$ cat src/rtl/dbtx_pkg.sv
package dbtx_pkg;

  typedef enum logic {
    TX_IDLE = 1'b0,
    TX_BUSY = 1'b1
  } tx_phase_e;

  // start bit + data bits + stop bit
  function automatic int frame_len(input int data_w);
    return data_w + 2;
  endfunction

endpackage

$ cat src/rtl/dbtx_holdreg.sv
module dbtx_holdreg #(
  parameter int DATA_W = 8
) (
  input  logic              clk,
  input  logic              rst_n,
  input  logic              standby_i,
  input  logic              wr_en_i,
  input  logic [DATA_W-1:0] wr_data_i,
  input  logic              flag_wr_en_i,
  input  logic              flag_wr_val_i,
  input  logic              load_i,
  output logic [DATA_W-1:0] hold_o,
  output logic              empty_o
);

  localparam logic [DATA_W-1:0] PARK_VAL = '1;

  logic clear_evt;
  assign clear_evt = flag_wr_en_i && !flag_wr_val_i && !standby_i;

  function automatic logic next_flag(input logic cur, input logic stby,
                                     input logic ld, input logic clr);
    if (stby)     return 1'b1;
    else if (ld)  return 1'b1;
    else if (clr) return 1'b0;
    else          return cur;
  endfunction

  always_ff @(posedge clk or negedge rst_n) begin
    if (!rst_n) begin
      hold_o  <= PARK_VAL;
      empty_o <= 1'b1;
    end else begin
      empty_o <= next_flag(empty_o, standby_i, load_i, clear_evt);
      if (standby_i)    hold_o <= PARK_VAL;
      else if (wr_en_i) hold_o <= wr_data_i;
    end
  end

  AST_FLAG_ON_LOAD: assert property (@(posedge clk) disable iff (!rst_n)
    load_i |=> empty_o);
  AST_SET_ONE_NOEFFECT: assert property (@(posedge clk) disable iff (!rst_n)
    (flag_wr_en_i && flag_wr_val_i && !empty_o && !load_i && !standby_i) |=> !empty_o);
  AST_STANDBY_PARK: assert property (@(posedge clk) disable iff (!rst_n)
    standby_i |=> (hold_o == PARK_VAL) && empty_o);
  AST_HOLD_WRITE: assert property (@(posedge clk) disable iff (!rst_n)
    (wr_en_i && !standby_i) |=> hold_o == $past(wr_data_i));

endmodule

$ cat src/rtl/dbtx_shifter.sv
module dbtx_shifter
  import dbtx_pkg::*;
#(
  parameter int DATA_W = 8
) (
  input  logic              clk,
  input  logic              rst_n,
  input  logic              standby_i,
  input  logic              tick_i,
  input  logic              empty_i,
  input  logic [DATA_W-1:0] hold_i,
  output logic              load_o,
  output logic              tx_o,
  output logic              tx_end_o
);

  localparam int FRAME_LEN = frame_len(DATA_W);
  localparam int CNT_W     = $clog2(FRAME_LEN);
  localparam logic [CNT_W-1:0] LAST_IDX = CNT_W'(FRAME_LEN - 1);

  function automatic logic [FRAME_LEN-1:0] build_frame(input logic [DATA_W-1:0] d);
    return {1'b1, d, 1'b0};
  endfunction

  tx_phase_e            phase_q;
  logic [FRAME_LEN-1:0] sreg_q;
  logic [CNT_W-1:0]     cnt_q;
  logic                 end_q;
  logic                 at_last;
  logic                 frame_done;

  assign at_last    = (phase_q == TX_BUSY) && (cnt_q == LAST_IDX);
  assign frame_done = tick_i && at_last && !standby_i;
  assign load_o     = tick_i && !standby_i && !empty_i &&
                      ((phase_q == TX_IDLE) || at_last);

  always_ff @(posedge clk or negedge rst_n) begin
    if (!rst_n) begin
      phase_q <= TX_IDLE;
      sreg_q  <= '1;
      cnt_q   <= '0;
      end_q   <= 1'b1;
    end else if (standby_i) begin
      phase_q <= TX_IDLE;
      sreg_q  <= '1;
      cnt_q   <= '0;
      end_q   <= 1'b1;
    end else if (load_o) begin
      phase_q <= TX_BUSY;
      sreg_q  <= build_frame(hold_i);
      cnt_q   <= '0;
      end_q   <= 1'b0;
    end else if (frame_done) begin
      phase_q <= TX_IDLE;
      sreg_q  <= '1;
      cnt_q   <= '0;
      end_q   <= 1'b1;
    end else if (tick_i && phase_q == TX_BUSY) begin
      sreg_q  <= {1'b1, sreg_q[FRAME_LEN-1:1]};
      cnt_q   <= cnt_q + 1'b1;
    end
  end

  assign tx_o     = (phase_q == TX_BUSY) ? sreg_q[0] : 1'b1;
  assign tx_end_o = end_q;

  AST_LOAD_GATED: assert property (@(posedge clk) disable iff (!rst_n)
    load_o |-> !empty_i);
  AST_START_LOW: assert property (@(posedge clk) disable iff (!rst_n)
    load_o |=> !tx_o);
  AST_GAPLESS: assert property (@(posedge clk) disable iff (!rst_n)
    (frame_done && !empty_i) |-> load_o);
  AST_END_RISE: assert property (@(posedge clk) disable iff (!rst_n)
    (frame_done && empty_i) |=> tx_end_o);
  AST_END_FALL: assert property (@(posedge clk) disable iff (!rst_n)
    load_o |=> !tx_end_o);
  AST_END_LINE_HIGH: assert property (@(posedge clk) disable iff (!rst_n)
    tx_end_o |-> tx_o);

endmodule

$ cat src/rtl/dbtx_top.sv
module dbtx_top #(
  parameter int DATA_W = 8
) (
  input  logic              clk,
  input  logic              rst_n,
  input  logic              standby,
  input  logic              baud_tick,
  input  logic              wr_en,
  input  logic [DATA_W-1:0] wr_data,
  output logic [DATA_W-1:0] rd_data,
  input  logic              flag_wr_en,
  input  logic              flag_wr_val,
  output logic              flag_empty,
  output logic              tx_out,
  output logic              tx_end
);

  logic              load_evt;
  logic [DATA_W-1:0] hold_q;
  logic              empty_q;

  dbtx_holdreg #(.DATA_W(DATA_W)) u_hold (
    .clk          (clk),
    .rst_n        (rst_n),
    .standby_i    (standby),
    .wr_en_i      (wr_en),
    .wr_data_i    (wr_data),
    .flag_wr_en_i (flag_wr_en),
    .flag_wr_val_i(flag_wr_val),
    .load_i       (load_evt),
    .hold_o       (hold_q),
    .empty_o      (empty_q)
  );

  dbtx_shifter #(.DATA_W(DATA_W)) u_shift (
    .clk      (clk),
    .rst_n    (rst_n),
    .standby_i(standby),
    .tick_i   (baud_tick),
    .empty_i  (empty_q),
    .hold_i   (hold_q),
    .load_o   (load_evt),
    .tx_o     (tx_out),
    .tx_end_o (tx_end)
  );

  assign rd_data    = hold_q;
  assign flag_empty = empty_q;

  AST_STANDBY_LINE: assert property (@(posedge clk) disable iff (!rst_n)
    standby |=> tx_out && tx_end);
  AST_NO_LOAD_IN_STANDBY: assert property (@(posedge clk) disable iff (!rst_n)
    standby |-> !load_evt);

endmodule

$ cat config.mk
export PLATFORM = sky130hd
export DESIGN_NAME = dbtx_top
export DESIGN_NICKNAME = d
export VERILOG_FILES = /design/src/rtl/dbtx_pkg.sv /design/src/rtl/dbtx_holdreg.sv /design/src/rtl/dbtx_shifter.sv /design/src/rtl/dbtx_top.sv
export SDC_FILE = /design/constraint.sdc
export NUM_CORES = 1
export LEC_CHECK = 0
export BUFFER_PORTS_ARGS = -buffer_cell sky130_fd_sc_hd__buf_2
export CORE_MARGIN = 2
export CORE_UTILIZATION = 35
export CTS_BUF_LIST = sky130_fd_sc_hd__clkbuf_8 sky130_fd_sc_hd__clkbuf_16
export CTS_CLUSTER_SIZE = 8
export DETAILED_ROUTE_END_ITERATION = 7
export SLEW_MARGIN = 10
export SYNTH_ARGS = -nofsm -noshare
export SYNTH_HDL_FRONTEND = slang
export SYNTH_SLANG_ARGS = --single-unit
export TNS_END_PERCENT = 50
$ cat constraint.sdc
create_clock -name clk -period 2 [get_ports clk]
set_clock_uncertainty 0.1 [all_clocks]
set_input_delay 0.1 -clock clk [delete_from_list [all_inputs] [get_ports clk]]
set_output_delay 0.1 -clock clk [all_outputs]
set_load 0.03 [all_outputs]
Yosys cells after proc, flatten, opt, wreduce, memory -nomap -nowiden
Cells that the tools add are included.
{"block": "word_totals", "word_cells": 46, "in_bits": 15, "reg_bits": 25}
{"block": "op_classes", "eq_ne": 1, "bitwise_logic": 1, "add_sub_neg": 1, "mux": 20, "n_reduce_logical": 17}
{"op": "two-way mux 10 bit", "n": 4}
{"op": "two-way mux 4 bit", "n": 4}
{"op": "two-way mux 8 bit", "n": 2}
{"op": "two-way mux 1 bit", "n": 10}
{"op": "logical AND 1 bit", "n": 9}
{"op": "nonzero test 3 bit", "n": 2}
{"op": "adder 4 x 1 -> 4 bit, second input constant", "n": 1}
{"op": "equality test 4 bit, second input constant", "n": 1}
{"op": "nonzero test 4 bit", "n": 1}
{"op": "logical NOT 1 bit", "n": 3}
{"op": "nonzero test 2 bit", "n": 1}
{"op": "logical OR 1 bit", "n": 1}
{"op": "inverter 1 bit", "n": 1}

Depth between registers and ports, before layout
{"block": "logic_depth", "depth_word": 7, "depth_mapped": 7, "ltp_nobuf": 6}

Cells and area by module
Synthesis repeated with hierarchy kept, for this count alone.
{"block": "hier_totals", "hier_cells": 110, "hier_area_um2": 1207.4}
{"module": "dbtx_shifter", "n_inst": 1, "seq_area_each_um2": 387.9, "area_each_um2": 813.3, "cells_each": 81}
{"module": "dbtx_holdreg", "n_inst": 1, "seq_area_each_um2": 236.5, "area_each_um2": 394.1, "cells_each": 29}

Least setup slack after synthesis
Ideal clock, no wire load.
{"block": "synth_path", "path_type": "flip-flop to flip-flop", "start": "register u_shift.cnt_q[1]", "end": "register u_shift.sreg_q[2]", "arrival_time_ps": 1359, "n_path_buf": 1, "setup_ps": 87, "path_slack_ps": 454, "t_required_ps": 1813, "stages_incl_launch_ff": 8, "path_cell_list": "dfrtp_1 inv_1 ha_1 nand3b_4 a211o_1 buf_6 o22ai_1 o21ai_1"}
{"block": "synth_via", "elab_chain_cells": 7, "word_cells_on_any_way": 10}
{"element": "from (decl)", "line_no": "dbtx_shifter.sv:27", "source": "logic [CNT_W-1:0] cnt_q;"}
{"element": "from (signal assigned)", "line_no": "dbtx_shifter.sv:60", "source": "cnt_q <= cnt_q + 1'b1;"}
{"element": "equality test 4 bit *", "line_no": "dbtx_shifter.sv:32", "source": "assign at_last = (phase_q == TX_BUSY) && (cnt_q == LAST_IDX);"}
{"element": "logical AND 1 bit *", "line_no": "dbtx_shifter.sv:32"}
{"element": "logical AND 1 bit (2 in series)", "line_no": "dbtx_shifter.sv:33", "source": "assign frame_done = tick_i && at_last && !standby_i;"}
{"element": "two-way mux 10 bit", "line_no": "dbtx_shifter.sv:53", "source": "end else if (frame_done) begin"}
{"element": "two-way mux 10 bit", "line_no": "dbtx_shifter.sv:48", "source": "end else if (load_o) begin"}
{"element": "two-way mux 10 bit", "line_no": "dbtx_shifter.sv:43", "source": "end else if (standby_i) begin"}
{"element": "to (signal assigned)", "line_no": "dbtx_shifter.sv:50", "source": "sreg_q <= build_frame(hold_i);"}
{"element": "to (signal assigned)", "line_no": "dbtx_shifter.sv:59", "source": "sreg_q <= {1'b1, sreg_q[FRAME_LEN-1:1]};"}
{"element": "to (decl)", "line_no": "dbtx_shifter.sv:26", "source": "logic [FRAME_LEN-1:0] sreg_q;"}
Every way passes the cells marked *; elsewhere a longest branch is shown, timed or not.
A chain may end at the register's enable or synchronous reset.

Final worst setup path
{"block": "layout_path", "start": "register u_shift.cnt_q[1]", "end": "register u_shift.cnt_q[2]"}
{"block": "layout_via", "elab_chain_cells": 7, "word_cells_on_any_way": 12}
{"element": "branches (longest 7 deep; another with adder 4 x 1 -> 4 bit)"}
Parallel ways; which one is timed is not known. The select of a mux whose other input is x is not followed.

==> run metrics <==
flop2flop setup slack 0.25 ns; Final Setup Violations 0; post-route ant nets 0; RSZ-0062 raised after global routing no; die height 61.9 µm; Pins Over Slew Limit 0; synth unique cells 32; insertion delay to the later sink of the worst-skew pair 0.27 ns; most frequent cells in the layout 25 x buf_2, 19 x dfstp_2, 17 x nand2_1, 11 x dlygate4sd3_1, 8 x mux2i_1; total gr overflow 0; first-pass GRT wire length 3880 µm; synthesized area 1170 µm²; Max-cap violations 0; Detailed Routing Iterations Pass 1 4; Tmin final 1.75 ns; Clock Root Buffer clkbuf_8; worst r2r src u_shift.cnt_q[1]; post-synth net total 123; Sink Count 24; Worst EP required 2.05 ns; final hold violation count 0; Filler Cells Inserted 308; cell accounting for the most synthesized area dfstp_2; CTS tree built; gr usage total 14.0%; measured slew at the worst slew-check pin 0.559 ns; WL/cell 12.4 µm; CP max FO 10; H-Tree Depth 1; #FFs+latches synth 24; Power Density 716 nW/µm²; row count 21; Critical Path Start u_shift.cnt_q[1]; FF-to-FF End u_shift.cnt_q[2]; clock tree buffer depth 2; clock buffer count from CTS 3; CP endpoint kind register; Clock Pin Slew Worst Setup and Hold Paths 0.09 ns; Seq. cell area 624 µm²; Initial DRC Count 23; status finished, final reports clean; Critical Path Source Type register; Achievable Freq 0.571 GHz; Final nets 160; hold slack 0.0588 ns; antenna violations before repair 0; Initial Utilization 35.8%; Diodes inserted 0; CP endpoint u_shift.cnt_q[2]; Vias 881; IO Count 26; commonest non-fill, non-tap cell in the layout buf_2; P_leak 0.660 nW; multi-input logic area 482 µm²; routed vias/inst 4.69; Die X 61.9 µm; Post-Syn Instances 106; period utilisation layout 87.5%; headroom to the max-slew limit 62.7%; HPWL Detailed 1630 µm; Fin Setup TNS 0 ns; number of global-route vias before repair 870; pin count of the biggest net entering global routing 25; maximum VDD drop 0.443 mV; R2R depth 6; core area 3280 µm²; synth top area cells dfstp_2 42%, dfrtp_1 11%, mux2i_1 6.8%; Avg Inst Size Synth 11.1 µm²; I/O Buffers 25; Synthesis Warnings 0; layout cell share with drive strength beyond 1 41.5%; final wirelength 2330 µm; DRC viols 0; Worst Setup Path Type reg -> reg; cts repair resizes 0; Min-Delay Path Class in -> reg; top-area cell type share of the netlist area 42.5%; Seq/Total Area, Yosys 53.1%; Arr. time, crit path 1.80 ns; GPL Wtd Cong 0.714; Area Growth Syn to Fin 26.9%; die area 3840 µm²
==> kinds of logic after synthesis <==
kind of cell	after synthesis	synth area share [%]
AO/OA/AOI/OAI	31	19.1
AND/OR/NAND/NOR	29	13.0
flip-flops	24	53.1
buffers and inverters	12	5.86
multiplexers	8	6.82
adder cells (fa/ha/maj)	2	2.13
==> metrics by stage <==
stage | util (%) | instance area (µm²) | std cells | total power, W | setup WS, ns
5_1_grt | 45.4 | 1490 | 188 | 0.00113 | 0.119
4_1_cts | 45.4 | 1490 | 188 | 0.00108 | 0.225
2_1_floorplan | - | 1170 | 106 | 0.000680 | 0.454
3_3_place_gp | 40.4 | 1330 | 173 | 0.000727 | 0.288
3_5_place_dp | 40.4 | 1330 | 173 | 0.000731 | 0.242
6_report | 45.4 | 1490 | 188 | 0.00107 | 0.250
==> cell type report <==
cell class | instances | share of cell area, %
inverters | 6 | 1.51
well taps | 46 | 3.86
clock buffers | 4 | 3.69
multi-input cells | 70 | 32.3
flip-flops and latches | 24 | 41.9
repair buffers | 38 | 16.8
==> Yosys cell counts, drive strengths merged <==
cell type,count
nand2b,4
a31oi,1
inv,6
or3,2
nand2,18
nor2,2
o32ai,1
buf,5
o21a,1
a211o,1
clkbuf,1
a21oi,6
o22a,1
a21o,1
dfrtp,5
ha,2
o22ai,6
mux2i,8
o31ai,1
a211oi,1
nand3b,1
dfstp,19
o221ai,1
nand3,2
o21ai,10
==> worst min path at each step <==
stage,endpoint,slack (ns),depth (start not counted),start
final,u_hold.empty_o,0.06,4,flag_wr_en
after global routing,u_hold.empty_o,0.08,4,flag_wr_en
after CTS,u_hold.empty_o,0.05,4,flag_wr_en
after detailed placement,u_shift.cnt_q[0],0.01,1,rst_n
after global placement,u_shift.cnt_q[3],0.006,1,rst_n
after floorplan,u_shift.cnt_q[0],-0.30,0,rst_n
==> metal layers <==
| layer | vias to the layer above | GRT usage [%] | share of wire [%] |
|---|---|---|---|
| li1 | 442 | - | - |
| met3 | 4 | 2.69 | 4.2 |
| met5 | - | 0 | 0 |
| met4 | 0 | 6.38 | 1.5 |
| met2 | 24 | 23.3 | 50 |
| met1 | 411 | 17.5 | 44 |
==> repair_timing <==
item                      4_1_cts  5_1_grt
hold endpoints to repair       15        0
hold buffers                   11        0
setup buffers                   0        0
==> worst max-delay path: stages, from the launching register on <==
cell      delay (ns)
dfrtp_1         0.41
inv_1           0.08
ha_1            0.19
nand3b_4        0.11
o221ai_2        0.49
buf_4           0.22
a21oi_1         0.04
==> power breakdown <==
part | total, W | switching (W) | leakage, nW | internal, W
Combinational | 0.000167 | 0.0000930 | 0.362 | 0.0000741
Sequential | 0.000570 | 0.0000283 | 0.270 | 0.000542
Clock | 0.000330 | 0.000154 | 0.0288 | 0.000176
==> state kept, by name (all words and copies together) (netlist names) <==
signal,count
u_shift.tx_end_o,1
u_shift.sreg_q,9
u_hold.empty_o,1
u_shift.phase_q,1
u_shift.cnt_q,4
u_hold.hold_o,8
Note: power is estimated with default switching activity, not from simulation.
